File: config.mk
export PLATFORM = sky130hd
export DESIGN_NAME = sio_cfg_port
export DESIGN_NICKNAME = d
export VERILOG_FILES = /design/src/rtl/sio_cfg_port.sv
export SDC_FILE = /design/constraint.sdc
export NUM_CORES = 1
export LEC_CHECK = 0
export ABC_AREA = 0
export BUFFER_PORTS_ARGS = -buffer_cell sky130_fd_sc_hd__buf_2
export CAP_MARGIN = 20
export CORE_MARGIN = 2
export CORE_UTILIZATION = 50
export CTS_CLUSTER_DIAMETER = 100
export CTS_CLUSTER_SIZE = 14
export DETAILED_ROUTE_END_ITERATION = 12
export PLACE_DENSITY = 0.89
export RECOVER_POWER = 50
export SLEW_MARGIN = 20
export SYNTH_ARGS = -nofsm -noshare
export SYNTH_HDL_FRONTEND = slang
export SYNTH_SLANG_ARGS = --single-unit
export TNS_END_PERCENT = 1
File: constraint.sdc
create_clock -name clk -period 4.7 [get_ports clk]
set_input_delay 1.41 -clock clk [delete_from_list [all_inputs] [get_ports clk]]
set_output_delay 1.41 -clock clk [all_outputs]
set_load 0.01 [all_outputs]
File: src/rtl/sio_cfg_port.sv
module sio_cfg_port #(
  parameter logic [15:0] IDX_ADDR   = 16'h002E,
  parameter logic [15:0] DAT_ADDR   = 16'h002F,
  parameter logic [15:0] CHIP_ID    = 16'h8728,
  parameter logic [3:0]  CHIP_REV   = 4'h1,
  parameter logic [7:0]  GPIO_LDN   = 8'h07,
  parameter logic [15:0] BASE_RESET = 16'h0A00
) (
  input  logic        clk,
  input  logic        rst_n,
  input  logic [15:0] io_addr,
  input  logic        io_wr,
  input  logic        io_rd,
  input  logic [7:0]  io_wdata,
  output logic [7:0]  io_rdata,
  output logic        cfg_open,
  output logic [7:0]  ldn_sel,
  output logic        gpio_sel,
  output logic [15:0] gpio_base
);
  localparam logic [31:0] KEY = 32'h8701_5555;

  logic [1:0] key_pos;
  logic [7:0] idx;
  logic [7:0] key_byte;
  logic       wr_idx, wr_dat, rd_dat;

  assign wr_idx   = io_wr && io_addr == IDX_ADDR;
  assign wr_dat   = io_wr && io_addr == DAT_ADDR;
  assign rd_dat   = io_rd && io_addr == DAT_ADDR;
  assign key_byte = KEY[31 - 8*key_pos -: 8];
  assign gpio_sel = ldn_sel == GPIO_LDN;

  always_ff @(posedge clk or negedge rst_n) begin
    if (!rst_n) begin
      cfg_open  <= 1'b0;
      key_pos   <= 2'd0;
      idx       <= 8'h00;
      ldn_sel   <= 8'h00;
      gpio_base <= BASE_RESET;
    end else if (!cfg_open) begin
      if (wr_idx) begin
        if (io_wdata == key_byte) begin
          key_pos <= key_pos + 2'd1;
          if (key_pos == 2'd3) cfg_open <= 1'b1;
        end else begin
          key_pos <= (io_wdata == KEY[31:24]) ? 2'd1 : 2'd0;
        end
      end
    end else if (wr_idx) begin
      idx <= io_wdata;
    end else if (wr_dat) begin
      case (idx)
        8'h02: if (io_wdata == 8'h02) begin
                 cfg_open <= 1'b0;
                 key_pos  <= 2'd0;
               end
        8'h07: ldn_sel <= io_wdata;
        8'h62: if (gpio_sel) gpio_base[15:8] <= io_wdata;
        8'h63: if (gpio_sel) gpio_base[7:0]  <= io_wdata;
        default: ;
      endcase
    end
  end

  always_comb begin
    io_rdata = 8'hFF;
    if (rd_dat && cfg_open) begin
      case (idx)
        8'h07: io_rdata = ldn_sel;
        8'h20: io_rdata = CHIP_ID[15:8];
        8'h21: io_rdata = CHIP_ID[7:0];
        8'h22: io_rdata = {4'h0, CHIP_REV};
        8'h62: if (gpio_sel) io_rdata = gpio_base[15:8];
        8'h63: if (gpio_sel) io_rdata = gpio_base[7:0];
        default: io_rdata = 8'hFF;
      endcase
    end
  end

  a_r2_open_after_key: assert property (@(posedge clk) disable iff (!rst_n)
    $rose(cfg_open) |-> $past(io_wr && io_addr == IDX_ADDR && io_wdata == 8'h55));
  a_r4_locked_write_ignored: assert property (@(posedge clk) disable iff (!rst_n)
    (!cfg_open && io_wr && io_addr == DAT_ADDR) |=> ($stable(ldn_sel) && $stable(gpio_base)));
  a_r4_locked_read_ff: assert property (@(posedge clk) disable iff (!rst_n)
    (!cfg_open && io_rd) |-> io_rdata == 8'hFF);
  a_r7_base_guarded: assert property (@(posedge clk) disable iff (!rst_n)
    !gpio_sel |=> $stable(gpio_base));
  a_r8_exit_locks: assert property (@(posedge clk) disable iff (!rst_n)
    (cfg_open && io_wr && io_addr == DAT_ADDR && idx == 8'h02 && io_wdata == 8'h02) |=> !cfg_open);
  a_r9_idle_read_ff: assert property (@(posedge clk) disable iff (!rst_n)
    !io_rd |-> io_rdata == 8'hFF);
endmodule

* Word level (Yosys, flattened, before mapping) *
Cells that the tools add are included.

storage, ports and cells
  flip-flop bits (word level) = 35
  output and inout port bits = 34

cells by class
  add/sub/neg operators = 2
  equality and inequality tests = 15
  shift operators = 1
  mux-type cells = 20
  bitwise gates (word level) = 1
  reductions and logical operators = 13

operators with widths
  cell                        number
  $pmux W8 S6                 1
  $shiftx A39 B33 Y8 const A  1
  $eq A16 B6 Y1 const B       2
  $eq A8 B6 Y1 const B        3
  $mux W8                     3
  $eq A8 B2 Y1 const B        2
  $eq A8 B3 Y1 const B        2
  $eq A8 B7 Y1 const B        2
  $reduce_and A5 Y1           3
  $mux W2                     7
  $mux W1                     9
  $eq A8 B8 Y1                1
  $eq A8 B8 Y1 const B        1
  $reduce_bool A2 Y1          4
  $sub A5 B5 Y6 const A       1
  $logic_and A1 B1 Y1         4
  $reduce_and A4 Y1           1
  $add A2 B1 Y2 const B       1
  $eq A2 B2 Y1 const B        1
  $ne A2 B2 Y1 const B        1
  $reduce_and A2 Y1           1
  $not A1 Y1                  1

* Depth between registers and ports, before layout *
  word-level depth = 6
  depth in mapped cells = 7
  mapped depth without buffers = 7

* Worst setup path after synthesis *
No wires, ideal clock.

  path kind = input to output
  start = in io_addr[12]
  end = out io_rdata[1]
  arrival time = 2410 ps
  required time = 3290 ps
  setup slack = 880 ps
  stages on the path = 5
  cells stage by stage = nor4b_1 -> nand4_1 -> nor2_1 -> o221ai_1 -> nand4b_1

on the way
  word-level cells in the longest chain between the ends = 4

ends and longest elaborated chain
  element              line  source
  start, declared      11    input logic [15:0] io_addr,
  $eq A16 B6 Y1        30    assign rd_dat = io_rd && io_addr == DAT_ADDR;
  $logic_and A1 B1 Y1  30
  $logic_and A1 B1 Y1  68    if (rd_dat && cfg_open) begin
  $mux W8              68
  end, declared        15    output logic [7:0] io_rdata,

Every way passes these cells.

* Final worst setup path *
  start = in io_addr[8]
  end = out io_rdata[1]

The elaborated chain is that of the path after synthesis.

==> metrics.yaml <==
power_and_ir_drop:
  p_switching_uw: 129.7
  comb_power_share_pct: 5.6
  internal-power_uw: 445.7
  power.leakage_uw: 0.001139
  peakVddDrop_v: 0.0002092
  power.density_nw_per_um2: 234.7
  swShare_pct: 22.54
  seqPwrFrac_pct: 52.3
  p_clk_share_pct: 42.0
timing:
  rsz0062_at_grt: "false"
  period_share_pct: 94.35
  max_freq_mhz: 225.5
  finalHoldViolCount: 0
  setup_violations: 0
  worst_pin_slew_ns: 1.813
  finalCriticalPeriod_ns: 4.435
  slew_viol_final: 36
  setup_tns_ns: 0
  setup_ws_ns: 0.2654
  fin_worst_skew_ns: 0.01095
  maxSlewHeadroom_pct: -20.85
routing:
  wl_per_cell_um: 16.98
  drt_iter0_markers: 100
  wl_um: 5145
  drc: 0
  antenna_left: 0
  dr.pass1.iters: 4
  viasPerCell: 5.990
  vias: 1815
clock_network:
  cts_htree_levels: 2
  numCtsBuffers: 5
  clk_path_buf_depth: 2
  clock_latency_ns: 0.29
  cts_tree: "done"
  hold_buffers: 0
  clk_pin_slew_ns: 0.07
  cts.sinks: 35
  root_buffer: "clkbuf_8"
  cts_resized: 0
  cts_setup_buffers: 0
final_layout:
  fin_nets: 283
  drive_above_1_share_pct: 37.15
  area_growth_pct: 21.38
  stdcell_count: 303
  antenna_cells: 0
global_routing:
  grt_max_degree: 36
  antenna_found_initial: 0
  grt.total_usage_pct: 24.24
  grt_pass1_wl_um: 8217
  grt_pass1_vias: 1728
  grt.overflow.total: 0
run_status:
  outcome: "finished, violations left"
  violations: "capacitance limit, slew limit"
worst_setup_path:
  r2r-end: "gpio_base[2]"
  cp-end-kind: "primary output"
  cp-start-kind: "input pin"
  crit_chain: "buf_2, nor4b_1, nand4_1, nor2_1, o221ai_1, nand4b_1, buf_2"
  crit_required_ns: 3.29
  setup.worst_path.start: "io_addr[8]"
  crit_type: "in2out"
  path_common_cell: "buf_2"
  crit_arrival_ns: 3.02
  rrSetupSlack_ns: 2.22
  reg2reg_depth: 4
  r2r_start: "ldn_sel[5]"
  cpPeakStageDelay_ns: 0.48
  cpMaxStageDelayCell: "nor4b_1"
  worstPathMaxFanout: 3
placed_design:
  portBuffers: 61
  placed_cells: 295
  dp_slack_ns: 0.3269
  finalWeightedCongestion: 0.8843
  dp_hpwl_um: 3838
synth:
  syn-num-nets: 219
  synth-edff-count: 0
  synth.largest_area_cell: "dfrtp_1"
  synth_top_area_share_pct: 40.89
  ys.flop_type: "dfrtp_1"
  synth_seq_cells: 35
  ys_top_cells_by_area: "dfrtp_1 41%, mux2_2 18%, o21ai_0 4.5%, nand4b_1 3.5%, dfstp_2 2.6%"
  synth_cell_type_count: 43
  ys_seq_area_share_pct: 43.49
  syn_area_um2: 2019
  syn_inst: 188
  synth_warnings: 0
  async_reset_ff_share_pct: 100.0
  avgSynthCellArea_um2: 10.74
die:
  core_area_um2: 3943
  fp.dieArea_um2: 4563
  rows: 23
  die_w_um: 67.55
  initial_core_util_pct: 51.22
  die_h_um: 67.55
  num_io_pins: 62
worst_hold_path:
  hold_path.startpoint: "gpio_base[1]"
  holdPathEnd: "gpio_base[1]"
  hp-class: "reg2reg"
  whs_path_depth: 1
run:
  maxCapViolCount: 1
==> layer usage <==
metal / share of wire (%) / up-vias / GRT usage, % / routed length [um]
met3: 5.5 / 7 / 3.500 / 285
met5: 0 / - / 0 / 0
met4: 1.2 / 0 / 8.418 / 63
li1: - / 850 / - / -
met1: 41 / 899 / 33.08 / 2121
met2: 52 / 59 / 39.34 / 2674
==> sequential cells by signal (all words and copies together) (netlist names) <==
register	flops
cfg_open	1
ldn_sel	8
gpio_base	16
idx	8
key_pos	2
==> worst max path at each step <==
stage | depth (start not counted) | end
2_1_floorplan | 5 | io_rdata[1]
3_3_place_gp | 7 | io_rdata[1]
3_5_place_dp | 7 | io_rdata[1]
4_1_cts | 7 | io_rdata[1]
5_1_grt | 7 | io_rdata[1]
6_report | 7 | io_rdata[1]
==> per-stage QoR <==
step	hold slack [ns]	power (uW)	util, %	area (um^2)
after CTS	0.5347	576.3	62.74	2474
after detailed placement	0.5168	339.3	60.11	2370
after global placement	0.5066	338.0	60.11	2370
final	0.5305	575.4	62.17	2451
after floorplan	0.5037	312.4	-	2019
after global routing	0.5587	588.6	62.17	2451
==> synth_stat cells, types with 2 or more instances <==
library cell,instances
a21oi_1,2
a31oi_1,2
and3_1,4
buf_2,2
clkbuf_1,2
dfrtp_1,33
dfstp_2,2
ha_1,3
inv_1,6
mux2_2,32
nand2_1,14
nand3_1,2
nand4_1,5
nand4_2,2
nand4b_1,8
nor2_1,9
nor2b_1,2
nor3_1,6
nor4_1,7
nor4b_1,3
nor4bb_1,2
o21ai_0,18
o221ai_1,2
==> cells in the final DEF (no fill, tap or decap), types with 2 or more instances in the layout <==
cell type  Yosys  layout
a21oi_1        2       2
nand3_1        2       2
nor2_1         9       9
nor2b_1        2       2
nor3_1         6       6
and3_1         4       4
mux2_2        32      32
nand4_1        5       5
nand4b_1       8       8
nand4_2        2       2
a31oi_1        2       2
nand2_1       14      14
ha_1           3       3
inv_1          6       6
dfrtp_1       33      33
o21ai_0       18      18
nor4bb_1       2       2
buf_2          2      43
nor4_1         7       7
clkbuf_8       0       7
o221ai_1       2       2
nor4b_1        3       3
dfstp_2        2       2
clkbuf_1       2      18
==> critical path, delay by kind of cell <==
family | cells | cell delay [ns]
AOI/OAI and AO/OA | 1 | 0.21
buffers and inverters | 2 | 0.26
and+or+nand+nor | 4 | 1.13
==> logic make-up (layout without fill, tap and decap cells) <==
| family | Yosys count | after routing | share of synthesized area, % |
|---|---|---|---|
| XOR/XNOR | 1 | 1 | 0.4338 |
| flip-flops | 35 | 35 | 43.49 |
| AO/OA/AOI/OAI | 31 | 31 | 9.171 |
| adder cells (fa/ha/maj) | 3 | 3 | 1.859 |
| AND/OR/NAND/NOR | 76 | 76 | 25.22 |
| multiplexers | 32 | 32 | 17.84 |
| buffers and inverters | 10 | 75 | 1.983 |
==> power by group through the flow <==
stage / clock, uW / combinational [uW] / sequential, uW
after floorplan: 0 / 5.43 / 307
final: 242 / 32.3 / 301
after global routing: 252 / 35.6 / 301
after detailed placement: 0 / 32.4 / 307
after CTS: 243 / 32.4 / 301
after global placement: 0 / 31.1 / 307
==> layout make-up <==
class,instances,area [um^2]
Clock inverter,1,7.507
Inverter,6,22.52
Multi-Input combinational cell,143,1101
Fill cell,328,1491
Tap cell,50,62.56
Clock buffer,7,96.34
Timing Repair Buffer,61,282.8
Sequential cell,35,878.3
(Power assumes the default switching activity.)
